==> src/rtl/rdma_pkg.sv <==
package rdma_pkg;

    localparam int unsigned REG_AW = 3;

    typedef enum logic [2:0] {
        ST_IDLE     = 3'd0,
        ST_RD_ARM   = 3'd1,
        ST_RD_FETCH = 3'd2,
        ST_RD_TAKE  = 3'd3,
        ST_WR_ARM   = 3'd4,
        ST_WR_PUT   = 3'd5
    } rdma_state_e;

    typedef enum logic [1:0] {
        CMD_NONE  = 2'b00,
        CMD_READ  = 2'b01,
        CMD_WRITE = 2'b10,
        CMD_ABORT = 2'b11
    } rdma_cmd_e;

    localparam logic [REG_AW-1:0] OFS_CMD     = 3'd0;
    localparam logic [REG_AW-1:0] OFS_PTR_LO  = 3'd1;
    localparam logic [REG_AW-1:0] OFS_PTR_HI  = 3'd2;
    localparam logic [REG_AW-1:0] OFS_CNT_LO  = 3'd3;
    localparam logic [REG_AW-1:0] OFS_CNT_HI  = 3'd4;
    localparam logic [REG_AW-1:0] OFS_STATUS  = 3'd5;
    localparam logic [REG_AW-1:0] OFS_CONFIG  = 3'd6;

endpackage

==> src/rtl/rdma_regfile.sv <==
module rdma_regfile
    import rdma_pkg::*;
#(
    parameter int unsigned BYTE_W = 8,
    localparam int unsigned PTR_W = 2 * BYTE_W,
    localparam int unsigned CNT_W = PTR_W + 1
) (
    input  logic                clk,
    input  logic                rst,
    input  logic                reg_wr,
    input  logic [REG_AW-1:0]   reg_addr,
    input  logic [BYTE_W-1:0]   reg_wdata,
    output logic [BYTE_W-1:0]   reg_rdata,
    input  logic [PTR_W-1:0]    ptr_addr,
    input  logic [CNT_W-1:0]    ptr_cnt,
    input  logic                done_set,
    output logic                done,
    output logic                word_mode,
    output logic [1:0]          ld_addr,
    output logic [1:0]          ld_cnt,
    output logic                cmd_wr,
    output rdma_cmd_e           cmd_code
);

    logic done_q;
    logic word_q;
    logic status_clr;

    always_comb begin
        ld_addr[0] = reg_wr && (reg_addr == OFS_PTR_LO);
        ld_addr[1] = reg_wr && (reg_addr == OFS_PTR_HI);
        ld_cnt[0]  = reg_wr && (reg_addr == OFS_CNT_LO);
        ld_cnt[1]  = reg_wr && (reg_addr == OFS_CNT_HI);
        cmd_wr     = reg_wr && (reg_addr == OFS_CMD);
        cmd_code   = rdma_cmd_e'(reg_wdata[1:0]);
        status_clr = reg_wr && (reg_addr == OFS_STATUS) && reg_wdata[0];
    end

    always_ff @(posedge clk) begin
        if (rst) begin
            done_q <= 1'b0;
            word_q <= 1'b0;
        end else begin
            if (done_set) begin
                done_q <= 1'b1;
            end else if (status_clr) begin
                done_q <= 1'b0;
            end
            if (reg_wr && (reg_addr == OFS_CONFIG)) begin
                word_q <= reg_wdata[0];
            end
        end
    end

    always_comb begin
        unique case (reg_addr)
            OFS_PTR_LO: reg_rdata = ptr_addr[BYTE_W-1:0];
            OFS_PTR_HI: reg_rdata = ptr_addr[PTR_W-1:BYTE_W];
            OFS_CNT_LO: reg_rdata = ptr_cnt[BYTE_W-1:0];
            OFS_CNT_HI: reg_rdata = ptr_cnt[PTR_W-1:BYTE_W];
            OFS_STATUS: reg_rdata = {{(BYTE_W-1){1'b0}}, done_q};
            OFS_CONFIG: reg_rdata = {{(BYTE_W-1){1'b0}}, word_q};
            default:    reg_rdata = '0;
        endcase
    end

    assign done      = done_q;
    assign word_mode = word_q;

endmodule

==> src/rtl/rdma_ptr.sv <==
module rdma_ptr #(
    parameter int unsigned BYTE_W = 8,
    localparam int unsigned PTR_W = 2 * BYTE_W,
    localparam int unsigned CNT_W = PTR_W + 1
) (
    input  logic              clk,
    input  logic              rst,
    input  logic [1:0]        ld_addr,
    input  logic [1:0]        ld_cnt,
    input  logic [BYTE_W-1:0] ld_data,
    input  logic              step,
    input  logic              round_en,
    output logic [PTR_W-1:0]  addr,
    output logic [CNT_W-1:0]  cnt,
    output logic              cnt_zero,
    output logic              cnt_one
);

    logic [PTR_W-1:0] addr_q, addr_d, addr_stepped;
    logic [CNT_W-1:0] cnt_q, cnt_d, cnt_adj;

    always_comb begin
        addr_stepped = step ? (addr_q + PTR_W'(1)) : addr_q;
        cnt_adj = cnt_q;
        if (round_en) begin
            cnt_adj = cnt_q + CNT_W'(cnt_q[0]);
        end else if (step) begin
            cnt_adj = cnt_q - CNT_W'(1);
        end
    end

    generate
        for (genvar g = 0; g < 2; g++) begin : g_lane
            always_comb begin
                addr_d[g*BYTE_W +: BYTE_W] = ld_addr[g] ? ld_data
                                                        : addr_stepped[g*BYTE_W +: BYTE_W];
                cnt_d[g*BYTE_W +: BYTE_W]  = ld_cnt[g] ? ld_data
                                                       : cnt_adj[g*BYTE_W +: BYTE_W];
            end
        end
    endgenerate

    assign cnt_d[CNT_W-1] = (|ld_cnt) ? 1'b0 : cnt_adj[CNT_W-1];

    always_ff @(posedge clk) begin
        if (rst) begin
            addr_q <= '0;
            cnt_q  <= '0;
        end else begin
            addr_q <= addr_d;
            cnt_q  <= cnt_d;
        end
    end

    assign addr     = addr_q;
    assign cnt      = cnt_q;
    assign cnt_zero = (cnt_q == '0);
    assign cnt_one  = (cnt_q == CNT_W'(1));

endmodule

==> src/rtl/rdma_fsm.sv <==
module rdma_fsm
    import rdma_pkg::*;
#(
    parameter int unsigned BYTE_W = 8,
    localparam int unsigned PORT_W = 2 * BYTE_W
) (
    input  logic              clk,
    input  logic              rst,
    input  logic              cmd_wr,
    input  rdma_cmd_e         cmd_code,
    input  logic              word_mode,
    input  logic              cnt_zero,
    input  logic              cnt_one,
    input  logic              port_rd,
    input  logic              port_wr,
    input  logic [PORT_W-1:0] port_wdata,
    input  logic [BYTE_W-1:0] mem_rdata,
    output rdma_state_e       state,
    output logic              step,
    output logic              round_en,
    output logic              done_set,
    output logic              mem_en,
    output logic              mem_we,
    output logic [BYTE_W-1:0] mem_wdata,
    output logic [PORT_W-1:0] port_rdata,
    output logic              port_ready
);

    rdma_state_e state_q, state_d;
    logic        lane_q;
    logic [BYTE_W-1:0] wr_lo_q, wr_hi_q, rd_lo_q, rd_hi_q;
    logic        cmd_start;

    // State register, byte lane and data latches
    always_ff @(posedge clk) begin
        if (rst) begin
            state_q <= ST_IDLE;
            lane_q  <= 1'b0;
            wr_lo_q <= '0;
            wr_hi_q <= '0;
            rd_lo_q <= '0;
            rd_hi_q <= '0;
        end else begin
            state_q <= state_d;
            unique case (state_q)
                ST_RD_TAKE, ST_WR_PUT: lane_q <= !lane_q;
                ST_RD_FETCH:           lane_q <= lane_q;
                default:               lane_q <= 1'b0;
            endcase
            if (state_q == ST_WR_ARM && port_wr) begin
                wr_lo_q <= port_wdata[BYTE_W-1:0];
                wr_hi_q <= port_wdata[PORT_W-1:BYTE_W];
            end
            if (state_q == ST_RD_TAKE) begin
                if (lane_q) begin
                    rd_hi_q <= mem_rdata;
                end else begin
                    rd_lo_q <= mem_rdata;
                end
            end
        end
    end

    // Next-state logic
    always_comb begin
        state_d = state_q;
        unique case (state_q)
            ST_IDLE:     state_d = ST_IDLE;
            ST_RD_ARM:   if (port_rd) state_d = ST_RD_FETCH;
            ST_RD_FETCH: state_d = ST_RD_TAKE;
            ST_RD_TAKE: begin
                if (cnt_one)                     state_d = ST_IDLE;
                else if (word_mode && !lane_q)   state_d = ST_RD_FETCH;
                else                             state_d = ST_RD_ARM;
            end
            ST_WR_ARM:   if (port_wr) state_d = ST_WR_PUT;
            ST_WR_PUT: begin
                if (cnt_one)                     state_d = ST_IDLE;
                else if (word_mode && !lane_q)   state_d = ST_WR_PUT;
                else                             state_d = ST_WR_ARM;
            end
            default:     state_d = ST_IDLE;
        endcase
        if (cmd_wr) begin
            unique case (cmd_code)
                CMD_READ:  state_d = cnt_zero ? ST_IDLE : ST_RD_ARM;
                CMD_WRITE: state_d = cnt_zero ? ST_IDLE : ST_WR_ARM;
                CMD_ABORT: state_d = ST_IDLE;
                default:   ;
            endcase
        end
    end

    // Outputs
    always_comb begin
        cmd_start  = cmd_wr && (cmd_code == CMD_READ || cmd_code == CMD_WRITE);
        step       = (state_q == ST_RD_TAKE) || (state_q == ST_WR_PUT);
        round_en   = cmd_start && word_mode;
        done_set   = (cmd_start && cnt_zero) || (step && cnt_one);
        mem_en     = (state_q == ST_RD_FETCH) || (state_q == ST_WR_PUT);
        mem_we     = (state_q == ST_WR_PUT);
        mem_wdata  = lane_q ? wr_hi_q : wr_lo_q;
        port_ready = (state_q == ST_IDLE) || (state_q == ST_RD_ARM) ||
                     (state_q == ST_WR_ARM);
        port_rdata = word_mode ? {rd_hi_q, rd_lo_q} : {{BYTE_W{1'b0}}, rd_lo_q};
    end

    assign state = state_q;

endmodule

==> src/rtl/rdma_port_engine.sv <==
module rdma_port_engine
    import rdma_pkg::*;
#(
    parameter int unsigned BYTE_W = 8,
    localparam int unsigned PTR_W  = 2 * BYTE_W,
    localparam int unsigned PORT_W = 2 * BYTE_W,
    localparam int unsigned CNT_W  = PTR_W + 1
) (
    input  logic              clk,
    input  logic              rst,
    input  logic              reg_wr,
    input  logic [REG_AW-1:0] reg_addr,
    input  logic [BYTE_W-1:0] reg_wdata,
    output logic [BYTE_W-1:0] reg_rdata,
    input  logic              port_rd,
    input  logic              port_wr,
    input  logic [PORT_W-1:0] port_wdata,
    output logic [PORT_W-1:0] port_rdata,
    output logic              port_ready,
    output logic              dma_done,
    output logic              mem_en,
    output logic              mem_we,
    output logic [PTR_W-1:0]  mem_addr,
    output logic [BYTE_W-1:0] mem_wdata,
    input  logic [BYTE_W-1:0] mem_rdata
);

    rdma_state_e      fsm_state;
    rdma_cmd_e        cmd_code;
    logic [PTR_W-1:0] ptr_addr;
    logic [CNT_W-1:0] ptr_cnt;
    logic [1:0]       ld_addr, ld_cnt;
    logic             cmd_wr, word_mode, done_set, step, round_en;
    logic             cnt_zero, cnt_one;

    rdma_regfile #(.BYTE_W(BYTE_W)) u_regs (
        .clk       (clk),
        .rst       (rst),
        .reg_wr    (reg_wr),
        .reg_addr  (reg_addr),
        .reg_wdata (reg_wdata),
        .reg_rdata (reg_rdata),
        .ptr_addr  (ptr_addr),
        .ptr_cnt   (ptr_cnt),
        .done_set  (done_set),
        .done      (dma_done),
        .word_mode (word_mode),
        .ld_addr   (ld_addr),
        .ld_cnt    (ld_cnt),
        .cmd_wr    (cmd_wr),
        .cmd_code  (cmd_code)
    );

    rdma_ptr #(.BYTE_W(BYTE_W)) u_ptr (
        .clk      (clk),
        .rst      (rst),
        .ld_addr  (ld_addr),
        .ld_cnt   (ld_cnt),
        .ld_data  (reg_wdata),
        .step     (step),
        .round_en (round_en),
        .addr     (ptr_addr),
        .cnt      (ptr_cnt),
        .cnt_zero (cnt_zero),
        .cnt_one  (cnt_one)
    );

    rdma_fsm #(.BYTE_W(BYTE_W)) u_fsm (
        .clk        (clk),
        .rst        (rst),
        .cmd_wr     (cmd_wr),
        .cmd_code   (cmd_code),
        .word_mode  (word_mode),
        .cnt_zero   (cnt_zero),
        .cnt_one    (cnt_one),
        .port_rd    (port_rd),
        .port_wr    (port_wr),
        .port_wdata (port_wdata),
        .mem_rdata  (mem_rdata),
        .state      (fsm_state),
        .step       (step),
        .round_en   (round_en),
        .done_set   (done_set),
        .mem_en     (mem_en),
        .mem_we     (mem_we),
        .mem_wdata  (mem_wdata),
        .port_rdata (port_rdata),
        .port_ready (port_ready)
    );

    assign mem_addr = ptr_addr;

endmodule

==> config.mk <==
export PLATFORM = sky130hd
export DESIGN_NAME = rdma_port_engine
export DESIGN_NICKNAME = d
export VERILOG_FILES = /design/src/rtl/rdma_pkg.sv /design/src/rtl/rdma_regfile.sv /design/src/rtl/rdma_ptr.sv /design/src/rtl/rdma_fsm.sv /design/src/rtl/rdma_port_engine.sv
export SDC_FILE = /design/constraint.sdc
export NUM_CORES = 1
export LEC_CHECK = 0
export BUFFER_PORTS_ARGS = -buffer_cell sky130_fd_sc_hd__buf_4
export CAP_MARGIN = 0
export CORE_ASPECT_RATIO = 1.75
export CORE_MARGIN = 2
export CORE_UTILIZATION = 50
export DETAILED_ROUTE_END_ITERATION = 10
export PLACE_DENSITY = 0.78
export RECOVER_POWER = 25
export SLEW_MARGIN = 10
export SYNTH_ARGS = -nofsm -noshare
export SYNTH_HDL_FRONTEND = slang
export SYNTH_SLANG_ARGS = --single-unit
==> constraint.sdc <==
create_clock -name clk -period 2.19 [get_ports clk]
set_clock_uncertainty 0.15 [all_clocks]
set_input_delay 0.1095 -clock clk [delete_from_list [all_inputs] [get_ports clk]]
set_output_delay 0.1095 -clock clk [all_outputs]
set_load 0.02 [all_outputs]
# Word-level counts from Yosys, hierarchy flattened
# Index checks and enable logic that the tools add are counted.
word_totals:
  latchBits: 0
  input_bits: 40
  reg_bits: 71
  mem_count: 0
  out_inout_bits: 52
  mem_bits_ro: 0
  mem_bits_rw: 0
  elab_cells: 90
op_classes:
  shift: 0
  mul: 0
  bitwise: 1
  muxes: 24
  n_addsub: 3
  magnitude_cmp: 0
  eq_ne: 15
  n_div: 0
  reduce_logical: 34
op_table:
  columns: ["op", "n"]
  rows:
  - ["$pmux 8 s6", 1]
  - ["$mux 8", 5]
  - ["$mux 17", 2]
  - ["$mux 16", 2]
  - ["$mux 3", 6]
  - ["$add 17x1->17", 1]
  - ["$eq 17x1->1 const B", 1]
  - ["$logic_not 17->1", 1]
  - ["$sub 17x1->17 const B", 1]
  - ["$add 16x1->16 const B", 1]
  - ["$eq 3x3->1 const B", 5]
  - ["$pmux 3 s5", 1]
  - ["$logic_and 1x1->1", 14]
  - ["$eq 3x2->1 const B", 4]
  - ["$pmux 3 s3", 1]
  - ["$reduce_bool 2->1", 4]
  - ["$eq 3x1->1 const B", 2]
  - ["$logic_not 3->1", 2]
  - ["$logic_or 1x1->1", 6]
  - ["$reduce_bool 3->1", 2]
  - ["$eq 2x2->1 const B", 2]
  - ["$mux 1", 4]
  - ["$reduce_and 2->1", 2]
  - ["$reduce_or 3->1", 1]
  - ["other kinds (6)", 6]

# Logic depth before layout (Yosys ltp)
depth:
  ltp_word: 7
  ltp_mapped: 8
  ltp_nobuf: 7

# Modules after synthesis
# From an unflattened synthesis, not the netlist that was laid out.
unflattened:
  hier_cells: 559
  area_unflattened_um2: 4390.5
modules_own_cells:
  columns: ["module", "cells_per_inst", "area_each_um2", "seq_area_each_um2", "n_inst"]
  rows:
  - ["rdma_ptr", 296, 2296.0, 660.6, 1]
  - ["rdma_fsm", 200, 1610.3, 720.7, 1]
  - ["rdma_regfile", 63, 484.2, 40.0, 1]

# Worst setup path after synthesis
# OpenSTA, ideal clock, no wires.
synth_timing:
  kind: "input to register"
  start: "in reg_addr[1]"
  end: "reg u_ptr.cnt_q[2] (netlist: u_ptr.cnt[2])"
  required_time_ns: 1.924
  cell_stages: 7
  path_buffers: 2
  arrival_ns: 1.861
  slack_ns: 0.063
  setup_time_ns: 0.116
  cell_sequence: "buf_4 > or4b_4 > buf_6 > o2111ai_1 > a21boi_1 > mux2_2 > a31o_2"
synth_via:
  elab_chain_cells: 6
  word_cells_on_any_way: 9
  classes_between: "1 x eq/ne; 2 x mux; 6 x reduce/logical"
synth_lines:
  columns: ["item", "line_no", "rtl"]
  rows:
  - ["start: declaration", "rdma_port_engine.sv:12", "input logic [REG_AW-1:0] reg_addr,"]
  - ["$logic_not 3->1", "rdma_regfile.sv:34", "cmd_wr = reg_wr && (reg_addr == OFS_CMD);"]
  - ["$logic_and 1x1->1", "rdma_regfile.sv:34", null]
  - ["$logic_and 1x1->1", "rdma_fsm.sv:96", "cmd_start = cmd_wr && (cmd_code == CMD_READ || cmd_code == CMD_WRITE);"]
  - ["$logic_and 1x1->1", "rdma_fsm.sv:98", "round_en = cmd_start && word_mode;"]
  - ["$mux 17", "rdma_ptr.sv:25", "if (round_en) begin"]
  - ["$mux 8", "rdma_ptr.sv:37", "cnt_d[g*BYTE_W +: BYTE_W] = ld_cnt[g] ? ld_data"]
  - ["end signal: assignment", "rdma_ptr.sv:51", "cnt_q <= cnt_d;"]
  - ["end: declaration", "rdma_ptr.sv:20", "logic [CNT_W-1:0] cnt_q, cnt_d, cnt_adj;"]
# Several ways; a longest one is shown, not always the timed one.
# A chain may end at the register's enable or synchronous reset.

# Final worst setup path
layout_timing:
  start: "reg u_ptr.cnt_q[2] (netlist: u_ptr.cnt[2])"
  end: "reg u_ptr.cnt_q[6] (netlist: u_ptr.cnt[6])"
layout_via:
  elab_chain_cells: 4
  word_cells_on_any_way: 5
  classes_between: "2 x add/sub; 3 x mux"
layout_lines:
  columns: ["item", "line_no", "rtl"]
  rows:
  - ["$sub 17x1->17", "rdma_ptr.sv:28", "cnt_adj = cnt_q - CNT_W'(1);"]
  - ["$mux 17", "rdma_ptr.sv:27", "end else if (step) begin"]
  - ["$mux 17 (*)", "rdma_ptr.sv:25", null]
  - ["$mux 8 (*)", "rdma_ptr.sv:37", null]
# Every way passes the cells marked *; elsewhere a longest branch is shown, timed or not. The select of a mux whose other input is x is not followed.

==> flow_metrics.py <==
metrics = {
    "outcome": {
        "status": "finished, final reports clean",
    },
    "logic_synthesis": {
        "postSynthCellCount": 541,
        "yosysSeqAreaShare_pct": 33.1,
        "synth-edff-count": 0,
        "avgSynthCellArea_um2": 7.94,
        "yosysTopAreaCellShare_pct": 33.1,
        "netlist_top_cells_area": "dfxtp_1 33%, nand2_1 6.4%, mux2i_1 4.9%, a21oi_1 3.6%, nor2_1 3.5%",
        "synth_area_um2": 4300,
        "synth_top_cell_by_area": "dfxtp_1",
        "ys_top_cells_by_count": "73 x nand2_1, 71 x dfxtp_1, 40 x nor2_1, 31 x a21oi_1, 28 x clkbuf_1",
        "yosysWarnings": 0,
        "ys_types": 66,
        "synth-seq-cells": 71,
        "synth_flop_cell": "dfxtp_1",
        "syn_nets": 589,
        "asyncSetResetFlopFracSynth_pct": 0,
        "yosysMostFrequentCell": "nand2_1",
    },
    "worst_setup_path": {
        "max_stage_delay_ns": 0.42,
        "cp_common_cell": "buf_4",
        "arrival_ns": 2.20,
        "startpoint": "u_ptr.cnt[2]",
        "reg2reg_depth": 7,
        "rr_startpoint": "u_ptr.cnt[2]",
        "start_kind": "register",
        "timing.critical_path.buf_inv": 2,
        "cp_slowest_cell": "dfxtp_1",
        "end_kind": "register",
        "cp.required_ns": 2.26,
        "regToRegSetupSlack_ns": 0.06,
        "r2r_end": "u_ptr.cnt[6]",
        "crit_chain": "nor3_2 -> nand3_1 -> buf_4 -> o41ai_1 -> buf_4 -> mux2i_1 -> nand2_1",
        "path_delay_family": "simple AND/OR/NAND/NOR gates",
        "path_class": "register to register",
        "cp_max_fo": 11,
    },
    "die": {
        "die_x_um": 74.1,
        "start_util_pct": 51.7,
        "io_pins": 92,
        "num_rows": 44,
        "coreArea_um2": 8310,
        "die_h_um": 127,
        "die_area_um2": 9380,
    },
    "route": {
        "routed_wl_mm": 14.3,
        "drc_errors": 0,
        "routed_via_density": 5.91,
        "ant_nets": 0,
        "wl_per_cell_um": 17.9,
        "vias": 4730,
        "firstDrtPassIters": 5,
        "drtIter0Drc": 338,
    },
    "final_layout": {
        "drive_above_1_share_pct": 22.0,
        "nNetsFinal": 728,
        "final_cell_count_no_fill": 800,
        "area_growth_pct": 35.6,
        "postLayoutCellArea_um2": 5830,
        "n_fill_cell": 691,
        "n_antenna_cell": 0,
    },
    "placed_design": {
        "port_buffers": 91,
        "dp_cells": 752,
        "gp_congestion": 1.00,
        "dpl-instance-area_um2": 5290,
        "dp_hpwl_mm": 10.4,
    },
    "pwr": {
        "ir_drop_mv": 0.710,
        "p_leak_nw": 2.31,
        "powerDensity_nw_per_um2": 553,
        "power.total_mw": 3.22,
    },
    "sta": {
        "max-slew-margin-rel_pct": 62.3,
        "finalSetupViolations": 0,
        "min_period_over_period_pct": 97.4,
        "worstMarginPinSlew_ns": 0.565,
        "post-route-min-period_ns": 2.13,
        "fmax_mhz": 469,
        "drv_slew": 0,
        "tns_ns": 0,
        "hold_viol": 0,
    },
    "min_path": {
        "min_from": "reg_wr",
        "whs_endpoint": "u_regs.word_mode",
        "hold_depth": 4,
        "hold_path_class": "input pin to register",
    },
    "grt": {
        "grt_max_degree": 45,
        "grt_pass1_vias": 4664,
        "grt_antenna_before_repair": 0,
        "gr-total-overflow": 0,
        "grt_pass1_wl_mm": 22.7,
        "grt_usage_pct": 31.1,
    },
    "clock_tree": {
        "cts.clk_slew.worst_paths_ns": 0.06,
        "cts_buffers": 9,
        "root_buffer": "clkbuf_16",
        "cts.htree.levels": 3,
        "clk_latency_ns": 0.33,
        "cts_num_sinks": 71,
        "cts.path.max_buffers": 2,
        "cts_tree": "built",
    },
    "flow_run": {
        "cap_violations": 0,
    },
}
placed cells by master (no fill, tap or decap), drive strengths merged, types with 9 or more instances in the layout:
cell type / count
a21oi: 31
buf: 111
a211oi: 12
dfxtp: 71
dlygate4sd3: 32
xnor2: 11
nand3: 21
and2: 10
nor3: 27
nor2: 41
inv: 12
nand4: 15
mux2i: 21
or3: 9
o22ai: 11
clkbuf: 38
nor4: 11
nand2: 73
mux2: 9
and3: 14
kinds of logic after synthesis:
| logic type | count (synthesis) | share of synthesized area (%) |
|---|---|---|
| AO/OA/AOI/OAI | 114 | 19.0 |
| XOR/XNOR | 17 | 3.64 |
| adder cells (fa/ha/maj) | 8 | 2.33 |
| buffers and inverters | 53 | 5.24 |
| flip-flops | 71 | 33.1 |
| multiplexers | 30 | 7.25 |
| AND/OR/NAND/NOR | 248 | 29.5 |
where the power goes:
| group | internal (mW) | total, mW | switching, mW | leakage [nW] |
|---|---|---|---|---|
| Clock | 0.837 | 1.42 | 0.580 | 0.143 |
| Combinational | 0.213 | 0.458 | 0.245 | 1.60 |
| Sequential | 1.31 | 1.35 | 0.0360 | 0.574 |
| Total | 2.36 | 3.22 | 0.860 | 2.31 |
worst max path at each step:
stage                              end  slack [ns]  depth (start not counted)
after global placement    u_ptr.cnt[6]        0.08                          7
final                     u_ptr.cnt[6]        0.06                          7
after global routing      u_ptr.cnt[6]       -0.01                          7
after floorplan           u_ptr.cnt[2]        0.06                          7
after CTS                 u_ptr.cnt[6]        0.05                          7
after detailed placement  u_ptr.cnt[6]        0.06                          7
area by class of cell:
type	count	area, µm²	area share [%]
Multi-Input combinational cell	417	2680	45.9
Tap cell	115	144	2.47
Timing Repair Buffer	170	1250	21.5
Clock inverter	5	38.8	0.666
Sequential cell	71	1420	24.4
Clock buffer	11	253	4.34
Inverter	11	41.3	0.708
sequential cells by signal (all words and copies together) (netlist names):
register	cells
u_fsm.state	3
u_regs.word_mode	1
u_fsm.rd_hi_q	8
u_ptr.cnt	17
u_fsm.wr_lo_q	8
u_fsm.wr_hi_q	8
u_regs.done	1
u_ptr.addr	16
u_fsm.rd_lo_q	8
u_fsm.lane_q	1
routing by layer:
| metal | global-route usage, % | part of all wire [%] | up-vias |
|---|---|---|---|
| met1 | 33.4 | 37 | 2211 |
| met3 | 5.32 | 5.6 | 43 |
| met2 | 54.8 | 52 | 222 |
| met5 | 0 | 0 | - |
| li1 | - | - | 2254 |
| met4 | 18.6 | 5.4 | 0 |
metrics by stage:
stage          setup slack (ns)  hold WS, ns  util, %
2_1_floorplan            0.0627       0.0895        -
3_3_place_gp             0.0785        0.209     63.7
3_5_place_dp             0.0621        0.218     63.7
4_1_cts                  0.0450       0.0324     71.0
5_1_grt                 -0.0106       0.0683     70.1
6_report                 0.0576       0.0422     70.1
worst register-to-register path: stages (launching register included):
cell	delay, ns
dfxtp_1	0.42
nor3_2	0.29
nand3_1	0.14
buf_4	0.18
o41ai_1	0.42
buf_4	0.20
mux2i_1	0.17
nand2_1	0.06
what timing repair did:
action	CTS	global route
hold buffers	32	0
setup endpoints to repair	0	6
setup buffers	0	0
gates resized for setup	0	6
hold endpoints to repair	50	0
(Power assumes the default switching activity.)
